File: src/rtl/mbox_pkg.sv
package mbox_pkg;
   localparam int DW      = 8;
   localparam int NIRQ    = 3;
   localparam int BUSY_BIT = 7;

   // host-side register addresses
   localparam logic [1:0] HA_CMD  = 2'd0;
   localparam logic [1:0] HA_DATA = 2'd1;
   localparam logic [1:0] HA_CTRL = 2'd2;
   localparam logic [1:0] HA_IEN  = 2'd3;

   // CPU-side register addresses
   localparam logic [2:0] CA_CMD  = 3'd0;
   localparam logic [2:0] CA_DATA = 3'd1;
   localparam logic [2:0] CA_CTRL = 3'd2;
   localparam logic [2:0] CA_STAT = 3'd7;
endpackage

File: src/rtl/mbox_fifo.sv
module mbox_fifo #(
   parameter int DEPTH = 8,
   parameter int W     = 8
) (
   input  logic         clk,
   input  logic         rst,
   input  logic         push,
   input  logic         pop,
   input  logic [W-1:0] din,
   output logic [W-1:0] dout,
   output logic         empty,
   output logic         full
);
   localparam int AW = (DEPTH > 1) ? $clog2(DEPTH) : 1;
   localparam int CW = $clog2(DEPTH + 1);

   if (DEPTH < 2) begin : g_bad_depth
      $error("mbox_fifo: DEPTH must be at least 2");
   end
   if (W < 1) begin : g_bad_width
      $error("mbox_fifo: W must be positive");
   end

   logic [W-1:0]  mem [DEPTH];
   logic [AW-1:0] wr_ptr, rd_ptr, wr_nxt, rd_nxt;
   logic [CW-1:0] cnt;
   logic          do_push, do_pop;

   assign empty   = (cnt == '0);
   assign full    = (cnt == CW'(DEPTH));
   assign do_push = push && !full;
   assign do_pop  = pop && !empty;
   assign dout    = empty ? '0 : mem[rd_ptr];

   if ((1 << AW) == DEPTH) begin : g_pow2
      assign wr_nxt = wr_ptr + 1'b1;
      assign rd_nxt = rd_ptr + 1'b1;
   end else begin : g_wrap
      assign wr_nxt = (wr_ptr == AW'(DEPTH - 1)) ? '0 : wr_ptr + 1'b1;
      assign rd_nxt = (rd_ptr == AW'(DEPTH - 1)) ? '0 : rd_ptr + 1'b1;
   end

   always_ff @(posedge clk) begin
      if (do_push) mem[wr_ptr] <= din;
   end

   always_ff @(posedge clk) begin
      if (rst) begin
         wr_ptr <= '0;
         rd_ptr <= '0;
         cnt    <= '0;
      end else begin
         if (do_push) wr_ptr <= wr_nxt;
         if (do_pop)  rd_ptr <= rd_nxt;
         case ({do_push, do_pop})
            2'b10:   cnt <= cnt + 1'b1;
            2'b01:   cnt <= cnt - 1'b1;
            default: cnt <= cnt;
         endcase
      end
   end
endmodule

File: src/rtl/mbox_flags.sv
module mbox_flags #(
   parameter int NIRQ = 3
) (
   input  logic            clk,
   input  logic            rst,
   input  logic [NIRQ-1:0] irq_set,
   input  logic [NIRQ-1:0] irq_clr,
   input  logic            busy_set,
   input  logic            busy_clr,
   output logic [NIRQ-1:0] irq_flags,
   output logic            busy
);
   if (NIRQ < 1) begin : g_bad_nirq
      $error("mbox_flags: NIRQ must be positive");
   end

   for (genvar k = 0; k < NIRQ; k++) begin : g_flag
      always_ff @(posedge clk) begin
         if (rst)             irq_flags[k] <= 1'b0;
         else if (irq_set[k]) irq_flags[k] <= 1'b1;
         else if (irq_clr[k]) irq_flags[k] <= 1'b0;
      end
   end

   always_ff @(posedge clk) begin
      if (rst)           busy <= 1'b0;
      else if (busy_set) busy <= 1'b1;
      else if (busy_clr) busy <= 1'b0;
   end
endmodule

File: src/rtl/mbox_hostcpu.sv
module mbox_hostcpu
   import mbox_pkg::*;
#(
   parameter int PAR_DEPTH = 8,
   parameter int RES_DEPTH = 8
) (
   input  logic          clk,
   input  logic          rst,
   input  logic          h_wr,
   input  logic          h_rd,
   input  logic [1:0]    h_addr,
   input  logic [DW-1:0] h_wdata,
   output logic [DW-1:0] h_rdata,
   output logic          h_irq,
   input  logic          mode_sel,
   input  logic          c_wr,
   input  logic          c_rd,
   input  logic [2:0]    c_addr,
   input  logic [DW-1:0] c_wdata,
   output logic [DW-1:0] c_rdata
);
   if (DW != 8) begin : g_bad_dw
      $error("mbox_hostcpu: status layout needs an 8-bit data path");
   end

   // strobe decode
   logic h_cmd_wr, h_par_push, h_ctrl_wr, h_ien_wr, h_res_pop;
   logic c_ctrl_wr, c_res_push, c_par_pop;

   assign h_cmd_wr   = h_wr && (h_addr == HA_CMD);
   assign h_par_push = h_wr && (h_addr == HA_DATA);
   assign h_ctrl_wr  = h_wr && (h_addr == HA_CTRL);
   assign h_ien_wr   = h_wr && (h_addr == HA_IEN);
   assign h_res_pop  = h_rd && (h_addr == HA_DATA);
   assign c_ctrl_wr  = c_wr && (c_addr == CA_CTRL);
   assign c_res_push = c_wr && (c_addr == CA_DATA);
   assign c_par_pop  = c_rd && (c_addr == CA_DATA);

   // parameter and result queues
   logic [DW-1:0] par_head, res_head;
   logic          par_empty, par_full, res_empty, res_full;

   mbox_fifo #(.DEPTH(PAR_DEPTH), .W(DW)) u_par (
      .clk(clk), .rst(rst), .push(h_par_push), .pop(c_par_pop),
      .din(h_wdata), .dout(par_head), .empty(par_empty), .full(par_full));

   mbox_fifo #(.DEPTH(RES_DEPTH), .W(DW)) u_res (
      .clk(clk), .rst(rst), .push(c_res_push), .pop(h_res_pop),
      .din(c_wdata), .dout(res_head), .empty(res_empty), .full(res_full));

   // interrupt and busy handshake
   logic [NIRQ-1:0] irq_flags, irq_set, irq_clr;
   logic            busy;

   assign irq_set = c_ctrl_wr ? c_wdata[NIRQ-1:0] : '0;
   assign irq_clr = h_ctrl_wr ? h_wdata[NIRQ-1:0] : '0;

   mbox_flags #(.NIRQ(NIRQ)) u_flags (
      .clk(clk), .rst(rst), .irq_set(irq_set), .irq_clr(irq_clr),
      .busy_set(h_cmd_wr), .busy_clr(c_ctrl_wr && c_wdata[BUSY_BIT]),
      .irq_flags(irq_flags), .busy(busy));

   // command byte and interrupt enables
   logic [DW-1:0]   cmd_q;
   logic [NIRQ-1:0] ien_q;

   always_ff @(posedge clk) begin
      if (rst) begin
         cmd_q <= '0;
         ien_q <= '0;
      end else begin
         if (h_cmd_wr) cmd_q <= h_wdata;
         if (h_ien_wr) ien_q <= h_wdata[NIRQ-1:0];
      end
   end

   assign h_irq = |(irq_flags & ien_q);

   // status words
   logic [DW-1:0] cpu_status, host_status;

   assign cpu_status  = {busy, res_empty, !res_full, par_full, !par_empty, irq_flags};
   assign host_status = {busy, 2'b00, par_full, !res_empty, irq_flags};

   // read muxes
   always_comb begin
      case (h_addr)
         HA_CMD:  h_rdata = host_status;
         HA_DATA: h_rdata = res_head;
         HA_IEN:  h_rdata = {{(DW-NIRQ){1'b0}}, ien_q};
         default: h_rdata = '0;
      endcase
   end

   always_comb begin
      case (c_addr)
         CA_CMD:  c_rdata = cmd_q;
         CA_DATA: c_rdata = par_head;
         CA_STAT: c_rdata = mode_sel ? '0 : cpu_status;
         default: c_rdata = '0;
      endcase
   end
endmodule

File: config.mk
export PLATFORM = sky130hd
export DESIGN_NAME = mbox_hostcpu
export DESIGN_NICKNAME = d
export VERILOG_FILES = /design/src/rtl/mbox_pkg.sv /design/src/rtl/mbox_fifo.sv /design/src/rtl/mbox_flags.sv /design/src/rtl/mbox_hostcpu.sv
export SDC_FILE = /design/constraint.sdc
export NUM_CORES = 1
export LEC_CHECK = 0
export ABC_AREA = 1
export CORE_MARGIN = 1.5
export CORE_UTILIZATION = 59
export CTS_CLUSTER_DIAMETER = 120
export DETAILED_ROUTE_END_ITERATION = 12
export PLACE_DENSITY = 0.9
export SYNTH_ARGS = -nofsm -noshare
export SYNTH_HDL_FRONTEND = slang
export SYNTH_HIERARCHICAL = 1
export SYNTH_SLANG_ARGS = --single-unit
File: constraint.sdc
create_clock -name clk -period 2.2 [get_ports clk]
set_input_delay 0.22 -clock clk [delete_from_list [all_inputs] [get_ports clk]]
set_output_delay 0.22 -clock clk [all_outputs]
set_load 0.05 [all_outputs]
Word-level counts from Yosys, hierarchy flattened
Memories as Yosys holds them, arrays and structs flattened. A register that Yosys moved wholly into a read port is not among the register bits.
Cells that the tools add are included.
{"block": "totals", "ff_bits": 35, "mem_bits_rw": 128, "inputBits": 28, "out_inout_bits": 17, "mem_count": 2}
{"memory": "u_par.mem", "depth": 8, "word_bits": 8, "read_ports": 1, "rd_ports_with_merged_regs": 1, "wr": 1, "line_no": "mbox_fifo.sv:24", "text": "logic [W-1:0] mem [DEPTH];"}
{"memory": "u_res.mem", "depth": 8, "word_bits": 8, "read_ports": 1, "rd_ports_with_merged_regs": 1, "wr": 1, "line_no": "mbox_fifo.sv:24"}
{"block": "classes", "add_sub_neg": 8, "n_eq_ne": 12, "mux": 25, "n_bitwise": 1, "n_reduce_logical": 28}
{"cell": "8-bit case mux with 3 select lines", "n": 2}
{"cell": "8-bit 2-to-1 mux", "n": 3}
{"cell": "3-bit 2-to-1 mux", "n": 6}
{"cell": "4-bit case mux with 2 select lines", "n": 2}
{"cell": "1-bit logical AND", "n": 13}
{"cell": "3-bit by 1-bit adder with 3-bit output, second input constant", "n": 4}
{"cell": "1-bit 2-to-1 mux", "n": 12}
{"cell": "2-bit nonzero test", "n": 6}
{"cell": "4-bit by 1-bit adder with 4-bit output, second input constant", "n": 2}
{"cell": "2-bit == test, second input constant", "n": 4}
{"cell": "4-bit == test, second input constant", "n": 2}
{"cell": "4-bit logical NOT", "n": 2}
{"cell": "4-bit by 1-bit subtractor with 4-bit output, second input constant", "n": 2}
{"cell": "2-bit by 1-bit == test with 1-bit output, second input constant", "n": 3}
{"cell": "1-bit logical NOT", "n": 4}
{"cell": "3-bit bitwise AND", "n": 1}
{"cell": "3-bit by 1-bit == test with 1-bit output, second input constant", "n": 1}
{"cell": "3-bit by 2-bit == test with 1-bit output, second input constant", "n": 1}
{"cell": "3-bit == test, second input constant", "n": 1}
{"cell": "3-bit logical NOT", "n": 1}
{"cell": "3-bit OR reduction", "n": 1}
{"cell": "2-bit logical NOT", "n": 1}

Depth between registers and ports, before layout
Gate-level depths: netlist of the first run.
{"block": "logic_depth", "word_depth": 5, "ltp_mapped": 16, "mapped_depth_nobuf": 16}

Modules after synthesis
The synthesis of the first run kept the hierarchy.
{"module": "mbox_fifo", "instances": 2, "cells_each": 286, "area_per_inst_um2": 3225.6}
{"module": "mbox_hostcpu", "instances": 1, "cells_each": 180, "area_per_inst_um2": 984.7}
{"module": "mbox_flags", "instances": 1, "cells_each": 20, "area_per_inst_um2": 145.1}

Worst setup path after synthesis of the first run
Ideal clock, no wire load.
{"block": "synth_timing", "path_kind": "reg2out", "startpoint": "reg u_par.cnt[1]", "endpoint": "out h_rdata[4]", "t_arrival_ps": 1809, "required_ps": 1980, "slack_ps": 171, "path_stages_with_launch": 6, "path_buffers": 0, "cell_sequence": "dfxtp_1 > nor2_2 > nand3_2 > inv_1 > inv_1 > o21ai_0"}
{"block": "synth_between", "elab_chain_len": 2}
{"element": "from (decl)", "line_no": "mbox_fifo.sv:26", "text": "logic [CW-1:0] cnt;"}
{"element": "from (signal assigned)", "line_no": "mbox_fifo.sv:56", "text": "2'b10: cnt <= cnt + 1'b1;"}
{"element": "from (signal assigned)", "line_no": "mbox_fifo.sv:57", "text": "2'b01: cnt <= cnt - 1'b1;"}
{"element": "from (signal assigned)", "line_no": "mbox_fifo.sv:58", "text": "default: cnt <= cnt;"}
{"element": "4-bit == test", "line_no": "mbox_fifo.sv:30", "text": "assign full = (cnt == CW'(DEPTH));"}
{"element": "net par_full", "line_no": "mbox_hostcpu.sv:41", "text": "logic par_empty, par_full, res_empty, res_full;"}
{"element": "8-bit case mux with 3 select lines", "line_no": "mbox_hostcpu.sv:87", "text": "case (h_addr)"}
{"element": "to (decl)", "line_no": "mbox_hostcpu.sv:13", "text": "output logic [DW-1:0] h_rdata,"}
The timed path passes the listed nets, and every way through them passes these cells.

==> results of run 1 <==
[per-stage QoR]
step / setup TNS (ps) / total power (W) / cells
detailed placement: -1040 / 0.00411 / 1015
finish: -321 / 0.00690 / 1057
floorplan: 0 / 0.00388 / 772
global placement: -220 / 0.00409 / 1015
CTS: -24.7 / 0.00682 / 1045
global route: -1050 / 0.00707 / 1057
[worst paths after layout]
kind                             start              endpoint  depth (start not counted)
setup / recovery              register            c_rdata[2]                         10
hold / removal    u_flags/irq_flags[1]  u_flags/irq_flags[1]                          2
setup reg to reg          u_res/cnt[1]          u_res/cnt[2]                         13
hold reg to reg   u_flags/irq_flags[1]  u_flags/irq_flags[1]                          2
[power breakdown]
| group | total (W) | switching [W] | internal [W] |
|---|---|---|---|
| Sequential | 0.00349 | 0.0000314 | 0.00346 |
| Combinational | 0.000637 | 0.000404 | 0.000233 |
| Clock | 0.00277 | 0.00123 | 0.00155 |
| Total | 0.00690 | 0.00166 | 0.00524 |
[sequential cells by signal, summed over array words and instances (netlist names), named ones only]
register	flops
u_par/rd_ptr	3
u_flags/busy	1
u_res/cnt	4
cmd_q	8
u_res/wr_ptr	3
u_par/cnt	4
u_res/mem	64
ien_q	3
u_par/wr_ptr	3
u_res/rd_ptr	3
u_flags/irq_flags	3
u_par/mem	64
[timing repair]
action	4_1_cts	5_1_grt
pin swaps	0	33
gates cloned	0	3
buffers inserted	0	9
setup endpoints to repair	15	17
hold buffers	0	0
gates resized for setup	31	74
hold endpoints to repair	0	0
[final cells by class]
cell class | count | area (sq um) | share of cell area
Clock buffer | 19 | 433 | 0.0458
Clock inverter | 11 | 101 | 0.0107
Inverter | 80 | 328 | 0.0347
Multi-Input combinational cell | 493 | 2590 | 0.274
Sequential cell | 169 | 4680 | 0.495
Tap cell | 172 | 215 | 0.0228
Timing Repair Buffer | 112 | 1090 | 0.116
Timing Repair inverter | 1 | 11.3 | 0.00119
[layer usage]
layer  vias up  routed length [um]  part of all wire  track usage
met5         -                   0                 0            0
met4         0                1020             0.051        0.162
met3        90                1890             0.093       0.0638
met2       415               10200              0.50        0.504
met1      2897                7120              0.35        0.327
li1       2808                   -                 -            -
[Yosys cell counts (all sizes together)]
cell type    n
nor2       179
xnor2        4
edfxtp     128
nor3b        4
nand2       95
o211ai      17
ha          10
nand3       53
or2          4
o21ai       75
o22ai       16
clkbuf       7
inv         80
a21oi       30
buf         23
a211oi       2
nor3         4
dfxtp       41
[critical path: stages (launching register included)]
cell and delay, ps:
dfxtp_4 470, clkbuf_16 190, nor2_1 50, nor2_1 70
o21ai_1 70, o211ai_1 100, nand2_1 120, nor2_2 150
nand3_1 130, nand3_2 130, buf_8 150
[cell families (layout without fill, tap and decap cells)]
| group | count (synthesis) | in the layout | synth area share |
|---|---|---|---|
| XOR/XNOR | 4 | 4 | 0.00462 |
| adder cells (fa/ha/maj) | 10 | 10 | 0.0165 |
| buffers and inverters | 110 | 223 | 0.0662 |
| flip-flops | 169 | 169 | 0.615 |
| AO/OA/AOI/OAI | 140 | 140 | 0.104 |
| AND/OR/NAND/NOR | 339 | 339 | 0.193 |
==> results.md, run 1 <==
- Post-route cell area: roughly 0.0095 sq mm
- Die span in x: ~120 um
- Most common cell after layout, fill and taps aside: nor2_1
- Sequential fraction of the synthesis area: 0.615
- First-pass GRT wire length: ~29 mm
- Routability congestion estimate: 0.871
- Antenna viol nets, final: 0
- Slew @ Worst Pin: approximately 560 ps
- PortBufs: 44
- WP data arrival: a little over 2000 ps
- Crit Path Class: reg2out
- # IOs: 45
- Type of origin of the critical path: register
- DR vias/cell: slightly below 6
- CTS Sinks: around 170
- Detailed Routing Iterations Pass 1: 6
- Failing checks: setup timing
- CP endpoint kind: output port
- Area growth syn-to-layout: 24.7%
- Syn nets: around 800
- CTS tree: built
- DP HPWL: between 10 and 15 mm
- Fill count: between 700 and 800
- Top cells by area, synth: edfxtp_1, dfxtp_1, nor2_1
- Area leader, netlist: edfxtp_1
- Clk root buf: clkbuf_16
- Core area: 0.0126 sq mm
- Vias in the first global route: about 5800
- Detailed Route WL: about 20 mm
- Worst hold slack: around 490 ps
- Post-synth top area share: 0.507
- P_leak: ~3.7 nW
- Final setup fails: 9
- Final Skew: around 8.4 ps
- Largest net degree at the start of global routing: 28
- Fin util: 0.752
- Total GRT Usage: 0.288
- Longest Clk Path Bufs: 2
- DR DRC count: 0
- Worst Path Required: between 1500 and 2000 ps
- Layout cells sized above 1: 0.217
- Initial Util: 0.603
- Initial antenna violation count: 0
- Status: finished, violations left
- Placed cell area: between 0.008 and 0.009 sq mm
- Wire per inst: 19.1 um
- Die area: 0.0135 sq mm
- Nets: around 910
- Max Fclk: 438 MHz
- Maximum VDD drop: roughly 0.00062 V
- Remaining Overflow, GRT: 0
- Final hold violations: 0
- Commonest non-fill, non-tap cells in the layout: nor2_1, edfxtp_1, nand2_1
- H-Tree Depth: 4
- Rel. slew slack: 0.625
- Minimum clock period: around 2300 ps
- Reg-to-reg setup timing slack: 200 ps
- Avg Cell Area, Syn: about 10 sq um
- Seq cells post-synth: 169
- Chip height: 116 um
- Antenna cell count: 0
- Synth Warn #: 6
- MaxCap Viol Count: 0
- Mapped cell area: roughly 0.0076 sq mm
- Reg clk slew, reported paths: approximately 60 ps
- Library cells used by synthesis: 31
- Worst min path class: reg2reg
- Worst skew pair latency: ~430 ps
- CTS Buf Count: 17
- 1st-iter DRT viols: 1016
- Post-Synthesis Cells: just under 800
- Critical Path Fanout Max: 6
- Final WS setup: -85.1 ps
- Via count: approximately 6200
- Pre-CTS setup slack: -223 ps
- Final Cycle Share: 1.04
- PD cells: 730 mW/mm^2
- RSZ-0062 raised after global routing: yes
- Count of final max-slew check failures: 0
- Site row count: 41
(Power assumes the default switching activity.)
==> run 2: changes to the inputs <==
CELL_PAD_IN_SITES_DETAIL_PLACEMENT = 0   (was not set)
CELL_PAD_IN_SITES_GLOBAL_PLACEMENT = 2   (was not set)
CORE_ASPECT_RATIO = 0.8   (was not set)
CORE_UTILIZATION = 38   (was 59)
==> results.md, run 2 (same netlist as run 1, synthesis figures left out) <==
- Most common cell after layout, fill and taps aside: nor2_1
- 1st-iter DRT viols: 451 (-56%)
- First-pass GRT wire length: 28.5 mm (-0.60%)
- Layout cells sized above 1: 0.209 (-0.00749)
- Final WS setup: -8.00 ps (+77.1 ps)
- Hold_buf cts: 0 (unchanged)
- DP HPWL: 12.7 mm (+8.0%)
- Die span in x: 161 um (+38%)
- CTS tree: built
- CTS Sinks: 169 (unchanged)
- Commonest non-fill, non-tap cells in the layout: nor2_1, edfxtp_1, nand2_1
- Final setup fails: 1 (-8)
- Initial antenna violation count: 0 (unchanged)
- Maximum VDD drop: 0.000517 V (-16%)
- Chip height: 129 um (+11%)
- Core area: 0.0193 sq mm (+53%)
- Fin cells: 1146 (+8.4%)
- WP data arrival: 1990 ps (-80 ps)
- MaxCap Viol Count: 0 (unchanged)
- DR DRC count: 0 (unchanged)
- Area growth syn-to-layout: 26.1%
- DR vias/cell: 4.85 (-17%)
- P_leak: 3.67 nW (-0.31%)
- Remaining Overflow, GRT: 0 (unchanged)
- Worst min path class: reg2reg
- Vias in the first global route: 5249 (-9.1%)
- CTS Buf Count: 17 (unchanged)
- Detailed Routing Iterations Pass 1: 5 (-1)
- PortBufs: 44 (unchanged)
- Max Fclk: 453 MHz (+3.5%)
- Critical hold path startpoint: u_flags/busy
- Failing checks: setup timing
- CP endpoint kind: output port
- Rel. slew slack: 0.606 (-0.0198)
- Initial Util: 0.394 (-0.209)
- Critical Path Fanout Max: 10 (+4)
- Site row count: 45 (+9.8%)
- Final Cycle Share: 1.00 (-0.0351)
- Worst skew pair latency: 420 ps (about the same)
- Reg-to-Reg Start: u_par/cnt[1]
- RSZ-0062 raised after global routing: yes
- Antenna viol nets, final: 0 (unchanged)
- H-Tree Depth: 4 (unchanged)
- Largest net degree at the start of global routing: 27 (-3.6%)
- Via count: 5555 (-11%)
- Fill count: 1765 (+150%)
- Clk root buf: clkbuf_16
- Final Skew: 9.01 ps (+0.571 ps)
- Crit Path Class: reg2out
- Longest Clk Path Bufs: 2 (unchanged)
- Antenna cell count: 0 (unchanged)
- Routability congestion estimate: 0.781 (-10%)
- Final hold violations: 0 (unchanged)
- Type of origin of the critical path: register
- Worst Path Required: 1980 ps (about the same)
- # IOs: 45 (unchanged)
- Minimum clock period: 2210 ps (-77.1 ps)
- Reg clk slew, reported paths: 60 ps (about the same)
- Die area: 0.0208 sq mm (+54%)
- Nets: 913 (+0.11%)
- Detailed Route WL: 18.2 mm (-9.9%)
- Total GRT Usage: 0.180 (-0.108)
- Status: finished, violations left
- Count of final max-slew check failures: 0 (unchanged)
- Pre-CTS setup slack: -327 ps (-104 ps)
- PD cells: 725 mW/mm^2 (-0.66%)
- Worst hold slack: 462 ps (-26.2 ps)
- Largest regs: u_par/mem x64, u_res/mem x64, cmd_q x8
- Wire per inst: 15.9 um (-17%)
- Slew @ Worst Pin: 591 ps (+31.0 ps)
- Placed cells: 1107 (+9.1%)
## run 2: cell count changes in the layout (fill, tap and decap cells not counted), sizes merged
cell,previous run,this run
clkdlybuf4s50,27,28
clkinv,9,5
buf,82,85
dlymetal6s2s,1,0
clkinvlp,2,3
inv,80,86
clkbuf,21,19
bufinv,1,0
## run 2: stage by stage
stage / util / area, sq um / setup TNS (ps) / power (W)
after floorplan: - / 7580 / 0 / 0.00388
after global placement: 0.448 / 8630 / -3960 / 0.00413
after detailed placement: 0.448 / 8630 / -5570 / 0.00413
after CTS: 0.483 / 9290 / 0 / 0.00695
after global routing: 0.496 / 9560 / -311 / 0.00717
final: 0.496 / 9560 / -8.00 / 0.00693
## run 2: what timing repair did
| item | in CTS | in global routing |
|---|---|---|
| gates cloned | 0 | 2 |
| resized for setup | 30 | 55 |
| setup buffers | 1 | 4 |
| pin swaps | 1 | 15 |
| endpoints found under the setup margin | 15 | 16 |
## run 2: cell type report
cell class,count,area (sq um),share of cell area
Timing Repair Buffer,114,1130,0.118
Inverter,80,314,0.0328
Tap cell,258,323,0.0338
Clock buffer,18,429,0.0449
Sequential cell,169,4680,0.490
Clock inverter,14,136,0.0143
Multi-Input combinational cell,493,2550,0.266
## run 2: power by group
part | internal, W | switching, W | leakage, nW
combinational | 0.000240 | 0.000380 | 1.91
clock | 0.00150 | 0.00133 | 0.272
sequential | 0.00346 | 0.0000280 | 1.49
total | 0.00520 | 0.00174 | 3.67
## run 2: path summary, 6_finish.rpt
| path | endpoint | slack [ps] | cells past startpoint |
|---|---|---|---|
| min | u_flags/busy | 460 | 2 |
| max | c_rdata[0] | -8 | 9 |
| min reg2reg | u_flags/busy | 460 | 2 |
| max reg2reg | u_par/cnt[2] | 290 | 12 |
## run 2: worst max-delay path, stage by stage (launching register included)
cell and delay, ps:
dfxtp_4 440, inv_8 70, buf_4 160, o21ai_1 170, o22ai_2 130, nor2_2 130, nor2_1 60, nand3_1 100
nand3_2 120, buf_8 170
## run 2: metal layers
metal	vias to the layer above	track usage	wire, um
met5	-	0	0
met4	0	0.0408	115
met3	7	0.0359	772
met2	116	0.276	7960
met1	2610	0.265	9370
li1	2822	-	-
